==> config.mk <==
export PLATFORM = sky130hd
export DESIGN_NAME = gpio_port_regs
export DESIGN_NICKNAME = d
export VERILOG_FILES = /design/src/rtl/gpio_port_pkg.sv /design/src/rtl/gpio_port_ctrl.sv /design/src/rtl/gpio_port_dp.sv /design/src/rtl/gpio_port_regs.sv
export SDC_FILE = /design/constraint.sdc
export NUM_CORES = 1
export LEC_CHECK = 0
export ABC_CLOCK_PERIOD_IN_PS = 2280
export BUFFER_PORTS_ARGS = -buffer_cell sky130_fd_sc_hd__buf_2
export CORE_MARGIN = 5
export CORE_UTILIZATION = 54
export CTS_BUF_LIST = sky130_fd_sc_hd__clkbuf_4
export DETAILED_ROUTE_END_ITERATION = 12
export PLACE_DENSITY_LB_ADDON = 0.3
export REMOVE_ABC_BUFFERS = 1
export SYNTH_ARGS = -nofsm -noshare
export SYNTH_HDL_FRONTEND = slang
export SYNTH_SLANG_ARGS = --single-unit
export TNS_END_PERCENT = 50
==> constraint.sdc <==
create_clock -name clk -period 2.28 [get_ports clk]
set_input_delay 0.114 -clock clk [delete_from_list [all_inputs] [get_ports clk]]
set_output_delay 0.114 -clock clk [all_outputs]
set_load 0.05 [all_outputs]
==> src/rtl/gpio_port_pkg.sv <==
package gpio_port_pkg;

  // Register offsets inside a port window (before the port index is added).
  localparam int OFS_CNF = 'h00;
  localparam int OFS_OE  = 'h10;
  localparam int OFS_OUT = 'h20;
  localparam int OFS_IN  = 'h30;

  typedef enum logic [2:0] {
    RD_NONE  = 3'd0,
    RD_CNF   = 3'd1,
    RD_OE    = 3'd2,
    RD_OUT   = 3'd3,
    RD_IN    = 3'd4,
    RD_LEVEL = 3'd5
  } rd_src_e;

  // Strobes from the decoder to the datapath.
  typedef struct packed {
    logic    wrCnf;
    logic    wrOe;
    logic    wrOut;
    logic    useMask;
    logic    rdEn;
    rd_src_e rdSrc;
  } gp_strobe_t;

endpackage

==> src/rtl/gpio_port_ctrl.sv <==
module gpio_port_ctrl
  import gpio_port_pkg::*;
#(
  parameter int ADDR_W      = 12,
  parameter int PORT_INDEX  = 0,
  parameter int PORT_STRIDE = 4,
  parameter int MASK_OFFSET = 'h80
) (
  input  logic              busSel,
  input  logic              busWrite,
  input  logic [ADDR_W-1:0] busAddr,
  output gp_strobe_t        strobe
);

  localparam int BASE = PORT_INDEX * PORT_STRIDE;
  localparam logic [ADDR_W-1:0] A_CNF  = ADDR_W'(BASE + OFS_CNF);
  localparam logic [ADDR_W-1:0] A_OE   = ADDR_W'(BASE + OFS_OE);
  localparam logic [ADDR_W-1:0] A_OUT  = ADDR_W'(BASE + OFS_OUT);
  localparam logic [ADDR_W-1:0] A_IN   = ADDR_W'(BASE + OFS_IN);
  localparam logic [ADDR_W-1:0] M_CNF  = ADDR_W'(BASE + MASK_OFFSET + OFS_CNF);
  localparam logic [ADDR_W-1:0] M_OE   = ADDR_W'(BASE + MASK_OFFSET + OFS_OE);
  localparam logic [ADDR_W-1:0] M_OUT  = ADDR_W'(BASE + MASK_OFFSET + OFS_OUT);
  localparam logic [ADDR_W-1:0] M_LVL  = ADDR_W'(BASE + MASK_OFFSET + OFS_IN);

  logic hitCnf, hitOe, hitOut, isAlias;
  rd_src_e src;

  always_comb begin
    hitCnf  = (busAddr == A_CNF) || (busAddr == M_CNF);
    hitOe   = (busAddr == A_OE)  || (busAddr == M_OE);
    hitOut  = (busAddr == A_OUT) || (busAddr == M_OUT);
    isAlias = (busAddr == M_CNF) || (busAddr == M_OE) || (busAddr == M_OUT);

    unique case (1'b1)
      hitCnf:            src = RD_CNF;
      hitOe:             src = RD_OE;
      hitOut:            src = RD_OUT;
      busAddr == A_IN:   src = RD_IN;
      busAddr == M_LVL:  src = RD_LEVEL;
      default:           src = RD_NONE;
    endcase
  end

  always_comb begin
    strobe.wrCnf   = busSel && busWrite && hitCnf;
    strobe.wrOe    = busSel && busWrite && hitOe;
    strobe.wrOut   = busSel && busWrite && hitOut;
    strobe.useMask = isAlias;
    strobe.rdEn    = busSel && !busWrite;
    strobe.rdSrc   = (busSel && !busWrite) ? src : RD_NONE;
  end

endmodule

==> src/rtl/gpio_port_dp.sv <==
module gpio_port_dp
  import gpio_port_pkg::*;
#(
  parameter int PIN_COUNT   = 8,
  parameter int DATA_W      = 32,
  parameter int SYNC_STAGES = 2
) (
  input  logic                 clk,
  input  logic                 rstN,
  input  gp_strobe_t           strobe,
  input  logic [DATA_W-1:0]    busWdata,
  input  logic [PIN_COUNT-1:0] padIn,
  output logic [PIN_COUNT-1:0] cnfVal,
  output logic [PIN_COUNT-1:0] oeVal,
  output logic [PIN_COUNT-1:0] outVal,
  output logic [PIN_COUNT-1:0] inVal,
  output logic [PIN_COUNT-1:0] padOe,
  output logic [PIN_COUNT-1:0] padOut,
  output logic [DATA_W-1:0]    busRdata,
  output logic                 busRvalid
);

  localparam int NREG = 3;  // 0 ownership, 1 drive enable, 2 drive value

  logic [NREG-1:0][PIN_COUNT-1:0] ctlQ;
  logic [NREG-1:0][PIN_COUNT-1:0] ctlD;
  logic [NREG-1:0]                wrEn;
  logic [SYNC_STAGES-1:0][PIN_COUNT-1:0] syncQ;
  logic [PIN_COUNT-1:0] levelView;
  logic [PIN_COUNT-1:0] rdSel;

  assign wrEn = {strobe.wrOut, strobe.wrOe, strobe.wrCnf};

  // Per-pin merge: the alias keeps unselected pins, the plain address takes all.
  for (genvar r = 0; r < NREG; r++) begin : g_reg
    for (genvar p = 0; p < PIN_COUNT; p++) begin : g_pin
      assign ctlD[r][p] = strobe.useMask
                          ? (busWdata[PIN_COUNT+p] ? busWdata[p] : ctlQ[r][p])
                          : busWdata[p];
    end
  end

  always_ff @(posedge clk or negedge rstN) begin
    if (!rstN) begin
      ctlQ <= '0;
    end else begin
      for (int r = 0; r < NREG; r++) begin
        if (wrEn[r]) ctlQ[r] <= ctlD[r];
      end
    end
  end

  // Input synchronizer chain.
  always_ff @(posedge clk or negedge rstN) begin
    if (!rstN) begin
      syncQ <= '0;
    end else begin
      syncQ[0] <= padIn;
      for (int s = 1; s < SYNC_STAGES; s++) syncQ[s] <= syncQ[s-1];
    end
  end

  assign cnfVal = ctlQ[0];
  assign oeVal  = ctlQ[1];
  assign outVal = ctlQ[2];
  assign inVal  = syncQ[SYNC_STAGES-1];

  assign padOe     = cnfVal & oeVal;
  assign padOut    = cnfVal & outVal;
  assign levelView = (padOe & outVal) | (~padOe & inVal);

  always_comb begin
    unique case (strobe.rdSrc)
      RD_CNF:   rdSel = cnfVal;
      RD_OE:    rdSel = oeVal;
      RD_OUT:   rdSel = outVal;
      RD_IN:    rdSel = inVal;
      RD_LEVEL: rdSel = levelView;
      default:  rdSel = '0;
    endcase
  end

  always_ff @(posedge clk or negedge rstN) begin
    if (!rstN) begin
      busRdata  <= '0;
      busRvalid <= 1'b0;
    end else begin
      busRvalid <= strobe.rdEn;
      busRdata  <= strobe.rdEn ? DATA_W'(rdSel) : '0;
    end
  end

endmodule

==> src/rtl/gpio_port_regs.sv <==
module gpio_port_regs
  import gpio_port_pkg::*;
#(
  parameter int PIN_COUNT   = 8,
  parameter int DATA_W      = 32,
  parameter int ADDR_W      = 12,
  parameter int PORT_INDEX  = 0,
  parameter int PORT_STRIDE = 4,
  parameter int MASK_OFFSET = 'h80,
  parameter int SYNC_STAGES = 2
) (
  input  logic                 clk,
  input  logic                 rstN,
  input  logic                 busSel,
  input  logic                 busWrite,
  input  logic [ADDR_W-1:0]    busAddr,
  input  logic [DATA_W-1:0]    busWdata,
  output logic [DATA_W-1:0]    busRdata,
  output logic                 busRvalid,
  input  logic [PIN_COUNT-1:0] padIn,
  output logic [PIN_COUNT-1:0] padOe,
  output logic [PIN_COUNT-1:0] padOut
);

  gp_strobe_t strobe;
  logic [PIN_COUNT-1:0] cnfVal, oeVal, outVal, inVal;

  gpio_port_ctrl #(
    .ADDR_W(ADDR_W), .PORT_INDEX(PORT_INDEX),
    .PORT_STRIDE(PORT_STRIDE), .MASK_OFFSET(MASK_OFFSET)
  ) ctrl_i (
    .busSel(busSel), .busWrite(busWrite), .busAddr(busAddr), .strobe(strobe)
  );

  gpio_port_dp #(
    .PIN_COUNT(PIN_COUNT), .DATA_W(DATA_W), .SYNC_STAGES(SYNC_STAGES)
  ) dp_i (
    .clk(clk), .rstN(rstN), .strobe(strobe), .busWdata(busWdata),
    .padIn(padIn), .cnfVal(cnfVal), .oeVal(oeVal), .outVal(outVal),
    .inVal(inVal), .padOe(padOe), .padOut(padOut),
    .busRdata(busRdata), .busRvalid(busRvalid)
  );

endmodule

# Word-level counts from Yosys, hierarchy flattened

Index checks and enable logic that the tools add are counted.
Widths: inputs -> output; s select.

Flip-flop bits (word level): 73
Latch bits: 0
Memory bits (writable): 0
Memory bits (read-only): 0
Input port bits: 56
Output and inout port bits: 49
Logic and storage cells: 110
Memories kept: 0

$add $sub $neg: 0
Multiply operators: 0
Div/mod/pow operators: 0
$lt $le $gt $ge: 0
Equal/unequal tests: 20
Shifts and indexed selects: 0
Mux-type cells: 20
Bitwise operators: 6
Reductions and logical operators: 36

Operators with widths:

| kind                | number |
|---|---|
| $eq 12x8->1 const B | 4 |
| $reduce_and 2->1    | 24 |
| $pmux 8 s5          | 1 |
| $and 8x8->8         | 4 |
| $eq 12x6->1 const B | 2 |
| $mux 1              | 16 |
| $ne 2x2->1 const B  | 8 |
| $pmux 3 s5          | 1 |
| $eq 12x5->1 const B | 1 |
| $logic_not 12->1    | 1 |
| $mux 8              | 1 |
| $not 8->8           | 1 |
| $or 8x8->8          | 1 |
| $eq 3x2->1 const B  | 2 |
| $eq 3x3->1 const B  | 2 |
| $logic_and 1x1->1   | 5 |
| $logic_or 1x1->1    | 5 |
| $eq 3x1->1 const B  | 1 |
| $mux 3              | 1 |
| $logic_not 1->1     | 1 |

# Depth between registers and ports, before layout

Word-level depth: 7
Mapped depth: 7
Mapped depth without buffers: 4

# Hierarchy

From an unflattened synthesis, not the netlist that was laid out.

Cells, all modules: 233
Area total of the unflattened synthesis: 2593.7 um^2

Modules (own cells, without submodules):

| module         | times used | cells an instance | area each (um^2) | seq. area each (um^2) |
|---|---|---|---|---|
| gpio_port_dp   | 1          | 210               | 2467.4           | 1226.2 |
| gpio_port_ctrl | 1          | 23                | 126.4            | 0.0 |

# Worst setup path after synthesis

No wires, ideal clock.

Path kind: input port to flip-flop
From: in busAddr[11]
To: reg dp_i.ctlQ (netlist bit dp_i.cnfVal[0])
Library setup time: 0.128 ns
Arrival: 2.008 ns
Required time: 2.152 ns
Path slack: 0.145 ns
Stages on the path: 7
Buffers on the path: 3
Cell sequence: or4_1 -> buf_2 -> or4_4 -> buf_6 -> buf_6 -> o211ai_2 -> mux2_1

Cells in the longest elaborated chain, start to end: 5
Elaborated cells on any way between the ends: 11
Those cells by class: 4 x eq/ne; 1 x mux; 6 x reduce/logical

Ends and longest elaborated chain:

| element                               | line                                       | RTL |
|---|---|---|
| start: declaration                    | gpio_port_regs.sv:16                       | `input logic [ADDR_W-1:0] busAddr,` |
| $eq 12x8->1, on equally long branches | gpio_port_ctrl.sv:29, gpio_port_ctrl.sv:32 |  |
| $logic_or 1x1->1 (2 in series)        | gpio_port_ctrl.sv:32                       | `isAlias = (busAddr == M_CNF) \|\| (busAddr == M_OE) \|\| (busAddr == M_OUT);` |
| $ne 2x2->1 (no line)                  | --                                         |  |
| $reduce_and 2->1 (no line)            | --                                         |  |
| end signal: indexed assignment        | gpio_port_dp.sv:48                         | `if (wrEn[r]) ctlQ[r] <= ctlD[r];` |
| end: declaration                      | gpio_port_dp.sv:25                         | `logic [NREG-1:0][PIN_COUNT-1:0] ctlQ;` |

Parallel ways exist; a longest one is shown, timed or not.
A chain may end at the register's enable or synchronous reset.

# Worst setup path in the final report

From: in busAddr[11]
To: reg dp_i.ctlQ (netlist bit dp_i.cnfVal[6])

Same word-level chain as after synthesis.

==> reports/metrics.csv <==
metric,value,unit
"commonest non-fill, non-tap cell in the layout",buf_2,
flip-flop and latch area,0.00123,sq mm
Max clock buf depth,2,
largest net degree at the start of global routing,35,
share of the synthesized area in the top cell type,46.7,%
cells after synthesis,219,
htree depth,2,
Mapped Area,0.00263,sq mm
DIE HEIGHT,79.7,microns
Antenna Nets Post-Route,0,
critical path required time,2.53,ns
average size of a mapped cell,12.0,sq um
number of diodes,0,
chain of cells forming the critical path,"buf_2, or4_1, or4_4, o211ai_1, mux2_2",
Die W,79.7,microns
num ports,105,
routability cong.,0.820,
DRC,0,
Worst Hold Class,in2reg,
Tmin final,1.85,ns
post-CTS setup buffers,0,
GR Util All Layers,19.3,%
worst-margin pin slew,0.763,ns
effective utilization at floorplan,55.6,%
Pleak,1.61,nW
post-DR wirelength/cell,15.5,microns
status,completed,
Post-DP Area,0.00297,sq mm
Main synth FF type,dfrtp_1,
Yosys reg bits,49,
first-pass GRT wire length,9.27,mm
Die ar.,0.00636,sq mm
period utilization,81.0,%
post-DP HPWL,4.31,mm
"Async S/R FF share, synth",100,%
DR vias/cell,5.22,
Max stage delay on crit path,0.73,ns
Max Cap Viol,0,
Rel. slew slack,49.1,%
fin util,67.8,%
RSZ-0062 raised after global routing,false,
cts bufs inserted,5,
"CP delay by family, top",simple AND/OR/NAND/NOR gates,
"commonest cells after routing, fill and taps aside","64 x buf_2, 49 x dfrtp_1, 24 x conb_1",
clk sink count,49,
largest cells by area after synthesis,"dfrtp_1 47%, o211ai_2 9.5%, mux2_1 8.6%, buf_4 7.4%, and2_1 3.8%",
Critical Path AT,2.10,ns
First-pass DRT Iterations,4,
post-CTS sizing,0,
post-synthesis cell type count,30,
Highest Clock Rate,542,MHz
yosys warns,0,
final setup fails,0,
"Clk Latency, worst-skew pair",0.36,ns
Post-synth EDFFs,0,
number of port buffers,64,
vias in the first global route,1952,
fillers,370,
metal3 WL,335,microns
final hold viol count,0,
"Max FO, Critical Path",24,
Slew Limit Fails,0,
nets,364,
Layout area overhead,22.0,%
layout cells sized above 1,35.9,%
crit path kind,in2reg,
Setup TNS,0,ns
CP startpoint kind,input port,
Core Area,0.00472,sq mm
# rows,25,
Crit-path slowest cell,or4_4,
Root Driver,clkbuf_4,
multi-input gate area in the final layout,0.00120,sq mm
VDD IR max,329,uV
DR iter-0 viols,91,
CTS tree,done,
CP bufs+invs,1,
post-route insts no fill,376,
final instance area,0.00320,sq mm
clock transition at the registers of the reported paths,0.13,ns
"wirelength, routed",5.83,mm
GRT Residual Overflow,0,
max layer used,met4,
sequential cell area fraction in the yosys report,46.7,%
cell count after placement,350,
via count,1961,
Power Density,466,mW/mm^2
hold buffer count at cts,18,
clk_skew,0.0127,ns
Worst setup EP type,flop,
met2 wire len,2.94,mm
initial antenna violation count,0,
Synth area leader,dfrtp_1,
hold slack,0.0449,ns
met1 WL,2.48,mm
-- area by class of cell --
cell class | instances | share of cell area (%)
flip-flops and latches | 49 | 38.3
inverters | 8 | 0.938
clock buffers | 5 | 1.17
repair buffers | 95 | 19.1
clock inverters | 3 | 0.391
multi-input cells | 149 | 37.5
well taps | 67 | 2.62
-- stage by stage --
step,worst slack [ns],power [mW]
after floorplan,-0.545,1.02
after global routing,0.383,1.55
final,0.434,1.49
after CTS,0.448,1.50
after global placement,0.0533,1.10
after detailed placement,0.0566,1.11
-- per-layer routing --
| metal | GRT usage, % | vias up |
|---|---|---|
| li1 | - | 938 |
| met1 | 23.6 | 949 |
| met2 | 33.2 | 66 |
| met3 | 3.16 | 8 |
| met4 | 8.59 | 0 |
| met5 | 0 | - |
-- cell families after synthesis --
| logic type | count (synthesis) | synth area share, % |
|---|---|---|
| compound gates | 49 | 17.5 |
| flops | 49 | 46.7 |
| simple gates | 44 | 11.2 |
| buf+inv | 44 | 11.0 |
| mux | 32 | 13.3 |
| other cells | 1 | 0.143 |
-- flip-flops by register name, indices dropped and copies added, names as in the netlist --
register        count
dp_i.busRdata       8
dp_i.cnfVal         8
dp_i.oeVal          8
dp_i.syncQ          8
dp_i.inVal          8
dp_i.outVal         8
dp_i.busRvalid      1
-- worst paths after layout --
| path | startpoint | endpoint | slack [ns] | cells after the start |
|---|---|---|---|---|
| worst max-delay path | busAddr[11] | dp_i.cnfVal[6] | 0.43 | 5 |
| worst min register to register | dp_i.syncQ[5] | dp_i.inVal[5] | 0.36 | 0 |
| max in group asynchronous | rstN | dp_i.oeVal[1] | 1.25 | 3 |
| worst min-delay path | busSel | dp_i.busRvalid | 0.04 | 2 |
| worst max register to register | dp_i.cnfVal[2] | dp_i.busRdata[2] | 1.14 | 4 |
| min in group asynchronous | rstN | dp_i.oeVal[3] | 0.34 | 2 |
-- cells in the mapped netlist (4+ instances only) --
cell type and number:
inv_1 8, a22oi_1 8, mux2_1 20, o221ai_1 8
o21ai_0 8, dfrtp_1 49, mux2i_1 8, o211ai_1 4
o211ai_2 20, mux2_2 4, nand3_1 8, and2_1 16
buf_4 26
-- where the power goes --
part | switching [mW] | internal [mW] | total [mW]
combinational | 0.161 | 0.0626 | 0.224
sequential | 0.00612 | 0.886 | 0.892
clock | 0.263 | 0.112 | 0.375
-- worst register-to-register path, delay by kind of cell (launching register included) --
kind / cells / cell delay (ns)
mux: 1 / 0.09
simple gates: 1 / 0.20
compound gates: 2 / 0.33
flops: 1 / 0.44
(Power assumes the default switching activity.)
